**src/rtl/pd_wake_pkg.sv**
```systemverilog
`timescale 1ns/1ps
package pd_wake_pkg;
   typedef enum logic [1:0] {
      ST_RUN   = 2'd0,
      ST_SLEEP = 2'd1,
      ST_COUNT = 2'd2
   } pd_state_e;
endpackage

```
**src/rtl/pd_irq_edge.sv**
```systemverilog
`timescale 1ns/1ps
module pd_irq_edge #(
   parameter int SYNC_STAGES = 2
) (
   input  logic clk,
   input  logic rst_n,
   input  logic irq_n,
   output logic rise_o,
   output logic fall_o
);
   logic irq_s;
   logic prev_q;

   initial begin
      if (SYNC_STAGES < 0 || SYNC_STAGES > 4)
         $error("pd_irq_edge: SYNC_STAGES must be 0..4");
   end

   generate
      if (SYNC_STAGES == 0) begin : g_nosync
         assign irq_s = irq_n;
      end else begin : g_sync
         logic [SYNC_STAGES-1:0] chain_q;
         always_ff @(posedge clk or negedge rst_n) begin
            if (!rst_n) chain_q <= '1;
            else        chain_q <= {chain_q, irq_n};
         end
         assign irq_s = chain_q[SYNC_STAGES-1];
      end
   endgenerate

   always_ff @(posedge clk or negedge rst_n) begin
      if (!rst_n) prev_q <= 1'b1;
      else        prev_q <= irq_s;
   end

   assign rise_o = irq_s & ~prev_q;
   assign fall_o = ~irq_s & prev_q;
endmodule

```
**src/rtl/pd_clk_prescaler.sv**
```systemverilog
`timescale 1ns/1ps
module pd_clk_prescaler (
   input  logic clk,
   input  logic rst_n,
   input  logic run_i,
   input  logic nodiv_i,
   output logic en_o
);
   logic mode_q;
   logic phase_q;
   logic boundary;

   // A rate change is applied only where a divided period ends, or while stopped
   assign boundary = ~run_i | mode_q | phase_q;

   always_ff @(posedge clk or negedge rst_n) begin
      if (!rst_n) begin
         mode_q  <= 1'b0;
         phase_q <= 1'b0;
      end else begin
         if (boundary) mode_q <= nodiv_i;
         if (!run_i || mode_q) phase_q <= 1'b0;
         else                  phase_q <= ~phase_q;
      end
   end

   assign en_o = run_i & (mode_q | phase_q);

   p_div_no_back2back_r2: assert property (@(posedge clk) disable iff (!rst_n)
      (en_o && !mode_q && !nodiv_i) |=> !en_o);

   p_mode_on_boundary_r3: assert property (@(posedge clk) disable iff (!rst_n)
      (mode_q != $past(mode_q)) |-> $past(en_o || !run_i));
endmodule

```
**src/rtl/pd_wake_timer.sv**
```systemverilog
`timescale 1ns/1ps
module pd_wake_timer #(
   parameter int TERM = 48000
) (
   input  logic clk,
   input  logic rst_n,
   input  logic start_i,
   output logic done_o
);
   localparam int CW = $clog2(TERM + 1);

   logic [CW-1:0] cnt_q;
   logic          running_q;

   initial begin
      if (TERM < 2) $error("pd_wake_timer: TERM must be at least 2");
   end

   always_ff @(posedge clk or negedge rst_n) begin
      if (!rst_n) begin
         cnt_q     <= '0;
         running_q <= 1'b0;
      end else if (start_i) begin
         cnt_q     <= '0;
         running_q <= 1'b1;
      end else if (running_q) begin
         if (cnt_q == CW'(TERM - 1)) begin
            cnt_q     <= '0;
            running_q <= 1'b0;
         end else begin
            cnt_q <= cnt_q + 1'b1;
         end
      end
   end

   assign done_o = running_q & ~start_i & (cnt_q == CW'(TERM - 1));

   p_cnt_in_range_r6: assert property (@(posedge clk) disable iff (!rst_n)
      cnt_q < CW'(TERM));

   p_restart_clears_r7: assert property (@(posedge clk) disable iff (!rst_n)
      start_i |=> (cnt_q == '0 && running_q));
endmodule

```
**src/rtl/pd_wake_seq.sv**
```systemverilog
`timescale 1ns/1ps
module pd_wake_seq
   import pd_wake_pkg::*;
#(
   parameter int OSC_HZ      = 24_000_000,
   parameter int DELAY_US    = 2000,
   parameter int SYNC_STAGES = 2
) (
   input  logic osc_clk,
   input  logic rst_n,
   input  logic pd_req,
   input  logic irq_n,
   input  logic cfg_nodiv,
   input  logic cfg_edge_wake,
   output logic sys_clk_en,
   output logic resume
);
   localparam int TERM = (OSC_HZ / 1000) * DELAY_US / 1000;

   pd_state_e state_q, state_d;
   logic      resume_q, resume_d;
   logic      start;
   logic      rise, fall, done;

   initial begin
      if (OSC_HZ < 1000) $error("pd_wake_seq: OSC_HZ too small");
      if (DELAY_US < 1)  $error("pd_wake_seq: DELAY_US must be positive");
   end

   pd_irq_edge #(.SYNC_STAGES(SYNC_STAGES)) u_edge (
      .clk(osc_clk), .rst_n(rst_n), .irq_n(irq_n), .rise_o(rise), .fall_o(fall)
   );

   pd_wake_timer #(.TERM(TERM)) u_timer (
      .clk(osc_clk), .rst_n(rst_n), .start_i(start), .done_o(done)
   );

   pd_clk_prescaler u_presc (
      .clk(osc_clk), .rst_n(rst_n), .run_i(state_q == ST_RUN),
      .nodiv_i(cfg_nodiv), .en_o(sys_clk_en)
   );

   always_comb begin
      state_d  = state_q;
      resume_d = 1'b0;
      start    = 1'b0;
      unique case (state_q)
         ST_RUN:   if (pd_req) state_d = ST_SLEEP;
         ST_SLEEP: begin
            if (cfg_edge_wake && rise) begin
               state_d  = ST_RUN;
               resume_d = 1'b1;
            end else if (!cfg_edge_wake && fall) begin
               state_d = ST_COUNT;
               start   = 1'b1;
            end
         end
         ST_COUNT: begin
            if (fall) begin
               start = 1'b1;
            end else if (done) begin
               state_d  = ST_RUN;
               resume_d = 1'b1;
            end
         end
         default:  state_d = ST_RUN;
      endcase
   end

   always_ff @(posedge osc_clk or negedge rst_n) begin
      if (!rst_n) begin
         state_q  <= ST_RUN;
         resume_q <= 1'b0;
      end else begin
         state_q  <= state_d;
         resume_q <= resume_d;
      end
   end

   assign resume = resume_q;

   p_en_low_asleep_r4: assert property (@(posedge osc_clk) disable iff (!rst_n)
      (state_q != ST_RUN) |-> !sys_clk_en);

   p_resume_single_r8: assert property (@(posedge osc_clk) disable iff (!rst_n)
      resume |=> !resume);

   p_resume_from_sleep_r8: assert property (@(posedge osc_clk) disable iff (!rst_n)
      resume |-> ($past(state_q) != ST_RUN && state_q == ST_RUN));

   p_no_wake_in_run_r9: assert property (@(posedge osc_clk) disable iff (!rst_n)
      (state_q == ST_RUN) |=> !resume);
endmodule

```
**config.mk**
```make
export PLATFORM = sky130hd
export DESIGN_NAME = pd_wake_seq
export DESIGN_NICKNAME = d
export VERILOG_FILES = /design/src/rtl/pd_wake_pkg.sv /design/src/rtl/pd_irq_edge.sv /design/src/rtl/pd_clk_prescaler.sv /design/src/rtl/pd_wake_timer.sv /design/src/rtl/pd_wake_seq.sv
export SDC_FILE = /design/constraint.sdc
export NUM_CORES = 1
export LEC_CHECK = 0
export ABC_AREA = 1
export BUFFER_PORTS_ARGS = -buffer_cell sky130_fd_sc_hd__buf_2
export CORE_MARGIN = 2
export CORE_UTILIZATION = 43
export DETAILED_ROUTE_END_ITERATION = 16
export PLACE_DENSITY = 0.62
export SLEW_MARGIN = 0
export SYNTH_ARGS = -nofsm -noshare
export SYNTH_HDL_FRONTEND = slang
export SYNTH_HIERARCHICAL = 1
export SYNTH_SLANG_ARGS = --single-unit
```
**constraint.sdc**
```tcl
create_clock -name osc_clk -period 2.1 [get_ports osc_clk]
set_clock_uncertainty 0.15 [all_clocks]
set_input_delay 0.42 -clock osc_clk [delete_from_list [all_inputs] [get_ports osc_clk]]
set_output_delay 0.42 -clock osc_clk [all_outputs]
set_load 0.03 [all_outputs]
```
==> flow_summary_export.csv <==
group,metric,value,unit
status,status,"finished, final reports clean",
cts,cts_buffers,3,
flow_run,drv_cap,0,
critical_path,required,1530,ps
cts,cts_buffer_depth,2,
power_and_ir_drop,power.density,880,nW/µm²
timing,slew_headroom,62.1,%
drt,drt-total-wl,2730,µm
timing,final.min_clock_period,1940,ps
cts,cts_root_buf,"clkbuf_4",
timing,fmax,0.514,GHz
critical_path,crit_path_end_kind,"output pin",
cells_and_area,nFillCells,331,
timing,drv_slew,0,
drt,drc,0,
floorplanning,num_io_pins,8,
global_route,grt_pass1_wl,4910,µm
synthesis,yosysWarningCount,6,
synthesis,synth_nets,199,
global_route,grt_pass1_vias,1107,
global_route,antenna_found_initial,0,
critical_path,cp.arrival,1370,ps
synthesis,syn-instance-count,189,
cells_and_area,final_area,1650,µm²
cts,clk_pin_slew,140,ps
critical_path,crit_fanout,4,
placed_design,dp_cells,243,
timing,rsz0062_at_grt,"false",
timing,hold_violations,0,
global_route,grt_use_total,15.5,%
synthesis,avgSynthCellArea,7.78,µm²
synthesis,ys_seq_area_share,42.8,%
floorplanning,fp-row-count,21,
cts,h-tree-depth,1,
placed_design,routabilityCongestion,0.804,
cts,cts_tree,"built",
worst_hold_path,hp-class,"in2reg",
timing,setup_tns,0,ps
floorplanning,die_h,62.5,µm
critical_path,startpoint_type,"register",
power_and_ir_drop,peakVddDrop,0.000438,V
timing,fin_crit_sh,92.6,%
cells_and_area,num_antenna_cells,0,
cells_and_area,final_nets,214,
power_and_ir_drop,p_leak,0.806,nW
drt,dr.pass1.iters,4,
cts,cts_num_sinks,25,
synthesis,synth_area,1470,µm²
timing,hold_ws,41.6,ps
global_route,grt_max_degree,26,
synthesis,ys_ff_latch,25,
cells_and_area,instances_no_fill,249,
drt,ant_nets,0,
drt,wl_per_cell,11.0,µm
floorplanning,die_area,3900,µm²
cells_and_area,syn2layout_area_growth,12.0,%
cells_and_area,seq_area,629,µm²
cells_and_area,drive_gt1_share,20.7,%
floorplanning,start_util,44.4,%
timing,setup_viol,0,
timing,worst_pin_slew,569,ps
placed_design,place_area,1570,µm²
global_route,grt_overflow,0,
critical_path,worstSetupPathType,"reg2out",
drt,drt_iter0_drc,53,
synthesis,synth.distinct_cells,27,
drt,via_count,1194,
placed_design,io_buffers,7,
placed_design,place_hpwl,2050,µm
floorplanning,die_x,62.5,µm
floorplanning,coreArea,3310,µm²
drt,avgViaCountPerCell,4.80,
cts,clk-insertion-delay-late,320,ps
cells_and_area,multiInputGateArea,746,µm²
layout make-up:
type | instances | area share, %
multi-input combinational | 132 | 45.3
clock inverter | 1 | 0.304
timing repair buffer | 11 | 4.26
clock buffer | 3 | 1.37
tap | 46 | 3.50
sequential | 25 | 38.2
inverter | 31 | 7.07
final timing paths:
| kind | cells past startpoint | slack [ps] | from | endpoint |
|---|---|---|---|---|
| worst min register to register | 0 | 220 | u_edge/g_sync.chain_q[0]$_DFF_PN1_ | u_edge/g_sync.chain_q[1]$_DFF_PN1_ |
| worst max-delay path | 5 | 160 | state_q[0]$_DFFE_PN0P_ | sys_clk_en |
| worst max register to register | 12 | 190 | u_timer/cnt_q[0]$_DFFE_PN0P_ | state_q[1]$_DFFE_PN0P_ |
| max in group asynchronous | 2 | 950 | rst_n | u_edge/prev_q$_DFF_PN1_ |
| min in group asynchronous | 2 | 460 | rst_n | u_timer/cnt_q[9]$_DFFE_PN0P_ |
| worst min-delay path | 1 | 40 | irq_n | u_edge/g_sync.chain_q[0]$_DFF_PN1_ |
per-stage QoR:
step	total power [mW]	worst slack [ps]	util [%]
finish	1.45	155	49.7
CTS	1.42	61.0	48.7
detailed placement	1.20	111	47.5
global placement	1.19	130	47.5
global route	1.59	4.80	49.7
floorplan	1.09	301	-
cells in the final DEF, fill, tap and decap left out, types with 2 or more instances in the layout:
cell type,count
dfrtp_1,22
inv_1,30
nand2_4,2
o22ai_1,5
nor2_2,8
nand3_1,12
xor2_1,5
buf_2,6
nor2_4,2
o21ai_0,5
nand2_1,47
buf_4,3
a21oi_2,2
nor2_1,16
dfstp_2,3
nand2_2,4
nand3_2,3
nand4_1,5
a21oi_1,3
o21ai_1,2
ha_1,3
clkbuf_4,4
worst max-delay path, stage by stage, from the launching register on:
cell and delay (ps):
dfrtp_1 430, inv_1 120, ha_4 170, inv_1 60
nor2_1 90, clkbuf_4 190
layer usage:
layer / vias up / GRT usage, % / wire length (µm)
li1: 627 / - / -
met1: 540 / 20.3 / 1290
met2: 23 / 26.3 / 1320
met3: 4 / 2.16 / 72
met4: 0 / 5.00 / 42
met5: - / 0 / 0
power by group:
group	internal [mW]	switching [mW]	leakage, nW	total, mW
registers	0.584	0.0923	0.315	0.677
logic	0.226	0.333	0.473	0.559
clock network	0.0712	0.143	0.0177	0.214
total	0.881	0.568	0.806	1.45
repair_timing:
item | CTS | global route
gates resized for setup | 0 | 6
hold endpoints to repair | 22 | 0
hold buffers | 1 | 0
endpoints found under the setup margin | 0 | 15
setup buffers | 0 | 1
cell usage after synthesis, drive strengths merged:
cell type  number  area, µm²
o41ai           1       8.76
nand2          53        224
nand3          15       90.1
o21ai           7       35.0
nor2           26        128
ha              4       50.1
and2            1       6.26
inv            31        116
dfstp           3       78.8
nor3            2       15.0
xnor2           1       8.76
xor2            5       43.8
a21oi           6       41.3
o21bai          1       7.51
clkbuf          1       3.75
o22ai           5       31.3
nand4           5       31.3
dfrtp          22        551
sequential cells by signal (all words and copies together), names as in the netlist:
signal and flops:
u_presc/mode_q 1, state_q 2, u_edge/prev_q 1, u_presc/phase_q 1, resume 1, u_timer/running_q 1
u_timer/cnt_q 16, u_edge/g_sync.chain_q 2
kinds of logic (layout without fill, tap and decap cells):
kind of cell,count (synthesis),count (layout),synth area share (%)
xor gates and xnor gates,6,6,3.57
buffers and inverters,32,46,8.17
and+or+nand+nor,102,102,33.6
adders and majority gates,4,4,3.40
AOI/OAI and AO/OA,20,20,8.43
DFF,25,25,42.8
Note: power is estimated with default switching activity, not from simulation.
